<file path="config.mk">
export PLATFORM = sky130hd
export DESIGN_NAME = evt_vector_unit
export DESIGN_NICKNAME = d
export VERILOG_FILES = /design/src/rtl/evt_pkg.sv /design/src/rtl/evt_gate.sv /design/src/rtl/evt_prio.sv /design/src/rtl/evt_target.sv /design/src/rtl/evt_vector_unit.sv
export SDC_FILE = /design/constraint.sdc
export NUM_CORES = 1
export LEC_CHECK = 0
export ABC_AREA = 1
export BUFFER_PORTS_ARGS = -buffer_cell sky130_fd_sc_hd__buf_2
export CORE_MARGIN = 1.5
export CORE_UTILIZATION = 44
export CTS_BUF_LIST = sky130_fd_sc_hd__clkbuf_4 sky130_fd_sc_hd__clkbuf_8 sky130_fd_sc_hd__clkbuf_16
export DETAILED_ROUTE_END_ITERATION = 10
export GPL_ROUTABILITY_DRIVEN = 0
export PLACE_DENSITY = 0.77
export SLEW_MARGIN = 10
export SYNTH_ARGS = -nofsm -noshare
export SYNTH_HDL_FRONTEND = slang
export SYNTH_HIERARCHICAL = 1
export SYNTH_SLANG_ARGS = --single-unit
</file>
<file path="constraint.sdc">
create_clock -name clk -period 2.64 [get_ports clk]
set_input_delay 0.264 -clock clk [delete_from_list [all_inputs] [get_ports clk]]
set_output_delay 0.264 -clock clk [all_outputs]
set_load 0.05 [all_outputs]
</file>
<file path="src/rtl/evt_pkg.sv">
package evt_pkg;

    localparam int unsigned N_EVT = 6;

    localparam int unsigned I_RESET = 0;
    localparam int unsigned I_HWEXC = 1;
    localparam int unsigned I_NMBRK = 2;
    localparam int unsigned I_BRK   = 3;
    localparam int unsigned I_IRQ   = 4;
    localparam int unsigned I_USER  = 5;

    typedef enum logic [2:0] {
        EV_RESET = 3'd0,
        EV_HWEXC = 3'd1,
        EV_NMBRK = 3'd2,
        EV_BRK   = 3'd3,
        EV_IRQ   = 3'd4,
        EV_USER  = 3'd5,
        EV_NONE  = 3'd7
    } evt_e;

    // Slot offset inside the vector area; every slot spans two words.
    function automatic logic [7:0] evt_offset(input evt_e e);
        case (e)
            EV_USER:          return 8'h08;
            EV_IRQ:           return 8'h10;
            EV_NMBRK, EV_BRK: return 8'h18;
            EV_HWEXC:         return 8'h20;
            default:          return 8'h00;
        endcase
    endfunction

endpackage

</file>
<file path="src/rtl/evt_gate.sv">
module evt_gate
    import evt_pkg::*;
#(
    parameter int unsigned NE = N_EVT
) (
    input  logic [NE-1:0] req_i,
    input  logic          irq_en_i,
    input  logic          brk_busy_i,
    input  logic          exc_busy_i,
    output logic [NE-1:0] elig_o
);

    always_comb begin
        elig_o         = req_i;
        elig_o[I_BRK]  = req_i[I_BRK] & ~brk_busy_i;
        elig_o[I_IRQ]  = req_i[I_IRQ] & irq_en_i & ~brk_busy_i & ~exc_busy_i;
    end

endmodule

</file>
<file path="src/rtl/evt_prio.sv">
module evt_prio
    import evt_pkg::*;
#(
    parameter int unsigned NE = N_EVT
) (
    input  logic [NE-1:0] elig_i,
    output logic          hit_o,
    output evt_e          sel_o
);

    logic [NE:0]   clear_above;
    logic [NE-1:0] grant;

    assign clear_above[0] = 1'b1;

    for (genvar g = 0; g < NE; g++) begin : g_rank
        assign grant[g]          = elig_i[g] & clear_above[g];
        assign clear_above[g+1]  = clear_above[g] & ~elig_i[g];
    end

    assign hit_o = |grant;

    always_comb begin
        sel_o = EV_NONE;
        for (int i = 0; i < NE; i++) begin
            if (grant[i]) sel_o = evt_e'(3'(i));
        end
    end

endmodule

</file>
<file path="src/rtl/evt_target.sv">
module evt_target
    import evt_pkg::*;
#(
    parameter int unsigned AW       = 32,
    parameter logic [AW-1:0] BASE   = '0,
    parameter int unsigned RW       = 5,
    parameter int unsigned IRQ_REG  = 14,
    parameter int unsigned BRK_REG  = 16,
    parameter int unsigned EXC_REG  = 17
) (
    input  evt_e          sel_i,
    input  logic          fast_mode_i,
    input  logic [AW-1:0] fast_vec_i,
    input  logic          in_slot_i,
    input  logic [RW-1:0] user_idx_i,
    output logic [AW-1:0] vec_o,
    output logic          we_o,
    output logic          btr_o,
    output logic [RW-1:0] idx_o
);

    always_comb begin
        vec_o = BASE + AW'(evt_offset(sel_i));
        if (sel_i == EV_IRQ && fast_mode_i) vec_o = fast_vec_i;

        we_o  = (sel_i != EV_RESET) && (sel_i != EV_NONE);
        btr_o = 1'b0;
        idx_o = '0;
        case (sel_i)
            EV_USER:          idx_o = user_idx_i;
            EV_IRQ:           idx_o = RW'(IRQ_REG);
            EV_NMBRK, EV_BRK: idx_o = RW'(BRK_REG);
            EV_HWEXC: begin
                if (in_slot_i) btr_o = 1'b1;
                else           idx_o = RW'(EXC_REG);
            end
            default:          idx_o = '0;
        endcase
    end

endmodule

</file>
<file path="src/rtl/evt_vector_unit.sv">
module evt_vector_unit
    import evt_pkg::*;
#(
    parameter int unsigned   AW       = 32,
    parameter logic [AW-1:0] BASE_VEC = '0,
    parameter int unsigned   RW       = 5,
    parameter int unsigned   IRQ_REG  = 14,
    parameter int unsigned   BRK_REG  = 16,
    parameter int unsigned   EXC_REG  = 17
) (
    input  logic          clk,
    input  logic          rst_n,
    input  logic          req_reset,
    input  logic          req_hw_exc,
    input  logic          req_nm_brk,
    input  logic          req_brk,
    input  logic          req_irq,
    input  logic          req_user,
    input  logic          irq_enable,
    input  logic          brk_busy,
    input  logic          exc_busy,
    input  logic          hw_exc_in_slot,
    input  logic [RW-1:0] user_ret_idx,
    input  logic [AW-1:0] ret_pc,
    input  logic          fast_irq_mode,
    input  logic [AW-1:0] fast_irq_vec,
    output logic          evt_ack,
    output logic [2:0]    evt_id,
    output logic          vec_valid,
    output logic [AW-1:0] vec_addr,
    output logic          ret_we,
    output logic          ret_btr,
    output logic [RW-1:0] ret_idx,
    output logic [AW-1:0] ret_data,
    output logic          resv_clear
);

    localparam int unsigned NE = N_EVT;

    typedef struct packed {
        logic          ack;
        evt_e          id;
        logic          vld;
        logic [AW-1:0] vec;
        logic          we;
        logic          btr;
        logic [RW-1:0] idx;
        logic [AW-1:0] data;
        logic          clr;
    } out_s;

    localparam out_s IDLE = '{ack: 1'b0, id: EV_NONE, vld: 1'b0, vec: '0,
                              we: 1'b0, btr: 1'b0, idx: '0, data: '0, clr: 1'b0};

    out_s o_d, o_q;

    logic [NE-1:0] req_vec, elig;
    logic          hit;
    evt_e          sel;
    logic [AW-1:0] tgt_vec;
    logic          tgt_we, tgt_btr;
    logic [RW-1:0] tgt_idx;

    assign req_vec = {req_user, req_irq, req_brk, req_nm_brk, req_hw_exc, req_reset};

    evt_gate #(.NE(NE)) gate_i (
        .req_i      (req_vec),
        .irq_en_i   (irq_enable),
        .brk_busy_i (brk_busy),
        .exc_busy_i (exc_busy),
        .elig_o     (elig)
    );

    evt_prio #(.NE(NE)) prio_i (
        .elig_i (elig),
        .hit_o  (hit),
        .sel_o  (sel)
    );

    evt_target #(
        .AW(AW), .BASE(BASE_VEC), .RW(RW),
        .IRQ_REG(IRQ_REG), .BRK_REG(BRK_REG), .EXC_REG(EXC_REG)
    ) target_i (
        .sel_i       (sel),
        .fast_mode_i (fast_irq_mode),
        .fast_vec_i  (fast_irq_vec),
        .in_slot_i   (hw_exc_in_slot),
        .user_idx_i  (user_ret_idx),
        .vec_o       (tgt_vec),
        .we_o        (tgt_we),
        .btr_o       (tgt_btr),
        .idx_o       (tgt_idx)
    );

    // Take at most one event, then rest one cycle while the pipeline redirects.
    always_comb begin
        o_d = IDLE;
        if (hit && !o_q.ack) begin
            o_d.ack  = 1'b1;
            o_d.id   = sel;
            o_d.vld  = 1'b1;
            o_d.vec  = tgt_vec;
            o_d.we   = tgt_we;
            o_d.btr  = tgt_btr;
            o_d.idx  = tgt_idx;
            o_d.data = tgt_we ? ret_pc : '0;
            o_d.clr  = 1'b1;
        end
    end

    always_ff @(posedge clk or negedge rst_n) begin
        if (!rst_n) o_q <= IDLE;
        else        o_q <= o_d;
    end

    assign evt_ack    = o_q.ack;
    assign evt_id     = o_q.id;
    assign vec_valid  = o_q.vld;
    assign vec_addr   = o_q.vec;
    assign ret_we     = o_q.we;
    assign ret_btr    = o_q.btr;
    assign ret_idx    = o_q.idx;
    assign ret_data   = o_q.data;
    assign resv_clear = o_q.clr;

endmodule

</file>
== Word level (Yosys, flattened, before mapping) ==
Index checks and enable logic that the tools add are counted.

* Bits in registers: 77
* Input port bits: 82

* Equal/unequal tests: 6
* Multiplexer cells: 14
* Bitwise gates (word level): 20
* Reduce and logical (&&, ||, !) cells: 7

{| class="wikitable"
|+ Operators with widths
! operator !! number
|-
| 77-bit two-way mux || 1
|-
| 32-bit two-way mux || 2
|-
| 6-bit case mux with 4 select lines || 1
|-
| 5-bit case mux with 4 select lines || 1
|-
| 3-bit two-way mux || 6
|-
| 1-bit bitwise AND || 13
|-
| 1-bit inverter || 7
|-
| 3-bit by 2-bit equality test with 1-bit output, second input constant || 2
|-
| 3-bit equality test, second input constant || 2
|-
| 6-bit OR reduction || 1
|-
| 5-bit two-way mux || 1
|-
| 3-bit by 1-bit equality test with 1-bit output, second input constant || 1
|-
| 1-bit logical AND || 3
|-
| 3-bit inequality test, second input constant || 1
|-
| 3-bit nonzero test || 1
|-
| 1-bit two-way mux || 2
|-
| 2-bit OR reduction || 1
|-
| 1-bit logical NOT || 1
|}

== Longest topological paths before layout ==
* Word-level depth: 12
* Gate-level depth with buffers: 14

== Cells and area by module ==
Netlist, hierarchy kept.

{| class="wikitable"
|+ Modules (own cells, without submodules)
! module !! instances !! cells each !! area an instance (sq um)
|-
| evt_vector_unit || 1 || 240 || 2612.5
|-
| evt_target || 1 || 99 || 501.7
|-
| evt_prio || 1 || 18 || 83.8
|-
| evt_gate || 1 || 11 || 58.8
|}

== Worst setup path before layout ==
Ideal clock, no wire load.

* Path type: input-to-reg
* Start: input exc_busy
* End: register o_q, in the netlist ret_data[10]
* Arrival time: 1.661 ns
* Data required time: 2.526 ns
* Setup slack: 0.865 ns
* Stages on the path: 14
* Cell sequence: inv_1 > nand2_1 > nor2_2 > inv_1 > nand2_1 > nor2_1 > nor2_1 > inv_1 > o21ai_0 > o21ai_0 > buf_4 > buf_4 > nand2_1 > nor2_2

{| class="wikitable"
|+ RTL lines
! what !! line !! RTL
|-
| start, declared || evt_vector_unit.sv:21 || <nowiki>input logic exc_busy,</nowiki>
|-
| end signal, assigned || evt_vector_unit.sv:112 || <nowiki>if (!rst_n) o_q <= IDLE;</nowiki>
|-
| end signal, assigned || evt_vector_unit.sv:113 || <nowiki>else o_q <= o_d;</nowiki>
|-
| end, declared || evt_vector_unit.sv:55 || <nowiki>out_s o_d, o_q;</nowiki>
|}

==> results.md <==
- RSZ-0062 raised after global routing: false
- Post-Route WL: 6640 microns
- Vias: 2636
- Setup crit start kind: input pin
- Total CTS buffers: 9
- Crit-path most repeated cell: inv_1
- Worst Skew: 0.00750 ns
- Fmax: 561 MHz
- Die ar.: 7930 sq um
- Avg Synthesized Cell Area: 8.85 sq um
- Post-CTS setup buffer count: 0
- Setup crit end kind: flip-flop
- Starting density of the core: 0.451
- Leakage power: 0.00252 uW
- CTS resizes: 0
- Clock latency at the later pin of the worst-skew pair: 0.34 ns
- Largest net degree at the start of global routing: 76
- Vias in the first global route: 2474
- Worst path required time: 2.89 ns
- Slowest cell on the critical path: buf_4
- Seq/Total Area, Yosys: 0.577
- Tmin final: 1.78 ns
- Area growth, synth to finish: 29.0%
- Routed wire length per instance: 10.7 microns
- Crit-path cells: buf_2, inv_1, nand2_1, nor2_2, inv_1, o21ai_0, nor2_1, nor2_4, nand3_2, buf_4, nor2_4, inv_1, nor2_1
- DP HPWL: 4750 microns
- Die Wd: 89.0 microns
- First-pass GRT wire length: 10400 microns
- Met3 WL: 477 microns
- M1 wire length: 2560 microns
- Post-synth top area cell: dfrtp_1
- Worst-margin pin slew: 0.894 ns
- Final setup viols: 0
- Routed Antenna Nets: 0
- Cell Pwr Density: 676 nW/um^2
- Clock slew at reported path FFs: 0.08 ns
- Synth top area share: 0.553
- Maximum VDD drop: 0.356 mV
- Initial DRT Pass Iterations: 4
- Max FO, Critical Path: 17
- Yosys cell types: 20
- Max cap viols: 0
- Antenna violations before repair: 0
- Final Slew Violations: 0
- Max incr delay on CP: 0.33 ns
- Vias per cell: 4.23
- Hold Fails Final Rpt: 0
- Synth top area cells: dfrtp_1 (55%), nor2_1 (11%), inv_1 (10%)
- Worst slew margin: 0.404
- Cts hold-fix bufs: 0
- PortBufs: 158
- Setup TNS: 0 ns
- # rows: 31
- Syn Inst Count: 368
- Chip height: 89.0 microns
- Clk sinks: 75
- Synthesized flop and latch total: 75
- Layout cell share with drive strength beyond 1: 0.391
- H-tree levels: 3
- Worst Hold Class: input pin to async pin
- Worst path bufs/invs: 5
- Commonest non-fill, non-tap cell in the layout: buf_2
- WL met2: 3490 microns
- CP arrival: 2.03 ns
- # DRC: 0
- Clock Tree Buf Depth: 2
- Status: finished clean
- GRT Util Overall: 0.171
- I/O pins: 159
- Core footprint: 7210 sq um
- DRT iter0 DRCs: 62
- Commonest non-fill, non-tap cells in the layout: buf_2 (157), nor2_1 (99), inv_1 (87), dfrtp_1 (72), nand2_1 (47)
- ANT cells: 0
- Final net count: 601
- Crit share post-route: 0.675
- Fin worst setup slack: 0.858 ns
- CTS tree: yes
- Synth warn: 6
- Top routing layer used: met4
- Gr ovfl total: 0
- Post-synthesis net count: 450
- WS Path Type: input pin to flip-flop
- Root Buffer: clkbuf_8
- Pre-CTS WS: 0.515 ns
- Mapped cell area: 3260 sq um
- Layout filler cell count: 673
- Crit-path leading delay family: simple AND/OR/NAND/NOR gates
[report_power, final]
group          leakage, uW  internal [uW]  switching (uW)
registers          0.00102           1230            20.0
logic              0.00139            152             544
clock network     0.000110            498             397
total              0.00252           1880             961
[synthesized netlist by cell type]
cell,number
clkbuf_8,6
nand3_2,1
dfstp_2,3
dfrtp_1,72
nand3_1,6
buf_2,2
nor2_1,99
nor2_2,8
buf_8,1
nor2_4,12
a21oi_1,2
nand2_4,1
nand4_1,4
o21ai_0,3
nand2_1,47
buf_4,10
nand2_2,1
inv_1,87
inv_2,1
buf_6,2
[worst paths after layout]
kind                            startpoint            to  slack, ns  cells past startpoint
worst min-delay path                 rst_n  vec_addr[22]       0.05                      1
worst max-delay path              brk_busy  vec_addr[26]       0.86                     13
max in group asynchronous            rst_n       evt_ack       2.01                      1
worst max register to register     evt_ack   vec_addr[8]       1.32                      3
min in group clk                ret_pc[15]  ret_data[15]       0.14                      3
worst min register to register     evt_ack       evt_ack       0.53                      1
[stage by stage]
| step | hold slack (ns) | utilization | area (sq um) | total power (uW) | instances |
|---|---|---|---|---|---|
| floorplan | -0.0316 | - | 3260 | 1840 | 368 |
| global placement | 0.443 | 0.554 | 4000 | 1960 | 607 |
| global route | 0.135 | 0.583 | 4200 | 2990 | 623 |
| detailed placement | 0.456 | 0.554 | 4000 | 1980 | 607 |
| finish | 0.0477 | 0.583 | 4200 | 2840 | 623 |
| CTS | 0.0798 | 0.583 | 4200 | 2890 | 623 |
[per-layer routing]
| layer | global-route usage | vias up |
|---|---|---|
| met5 | 0 | - |
| li1 | - | 1324 |
| met4 | 0.0685 | 0 |
| met1 | 0.188 | 1209 |
| met2 | 0.308 | 92 |
| met3 | 0.0536 | 11 |
[registers in the layout (all words and copies together), names as in the netlist]
| name | cells |
|---|---|
| ret_idx | 5 |
| vec_addr | 32 |
| ret_btr | 1 |
| ret_data | 32 |
| evt_id | 3 |
| evt_ack | 1 |
| ret_we | 1 |
[cell families (layout without fill, tap and decap cells)]
family,Yosys count,after routing,synth area share
buf+inv,109,265,0.164
flops,75,75,0.577
simple gates,179,179,0.250
compound gates,5,5,0.00768
[area by class of cell]
| class | count | area, sq um | share of cell area |
|---|---|---|---|
| flip-flops and latches | 75 | 1880 | 0.447 |
| multi-input cells | 184 | 845 | 0.201 |
| repair buffers | 161 | 816 | 0.194 |
| inverters | 88 | 330 | 0.0786 |
| clock buffers | 12 | 159 | 0.0378 |
| well taps | 99 | 124 | 0.0295 |
| clock inverters | 4 | 48.8 | 0.0116 |
(Power assumes the default switching activity.)
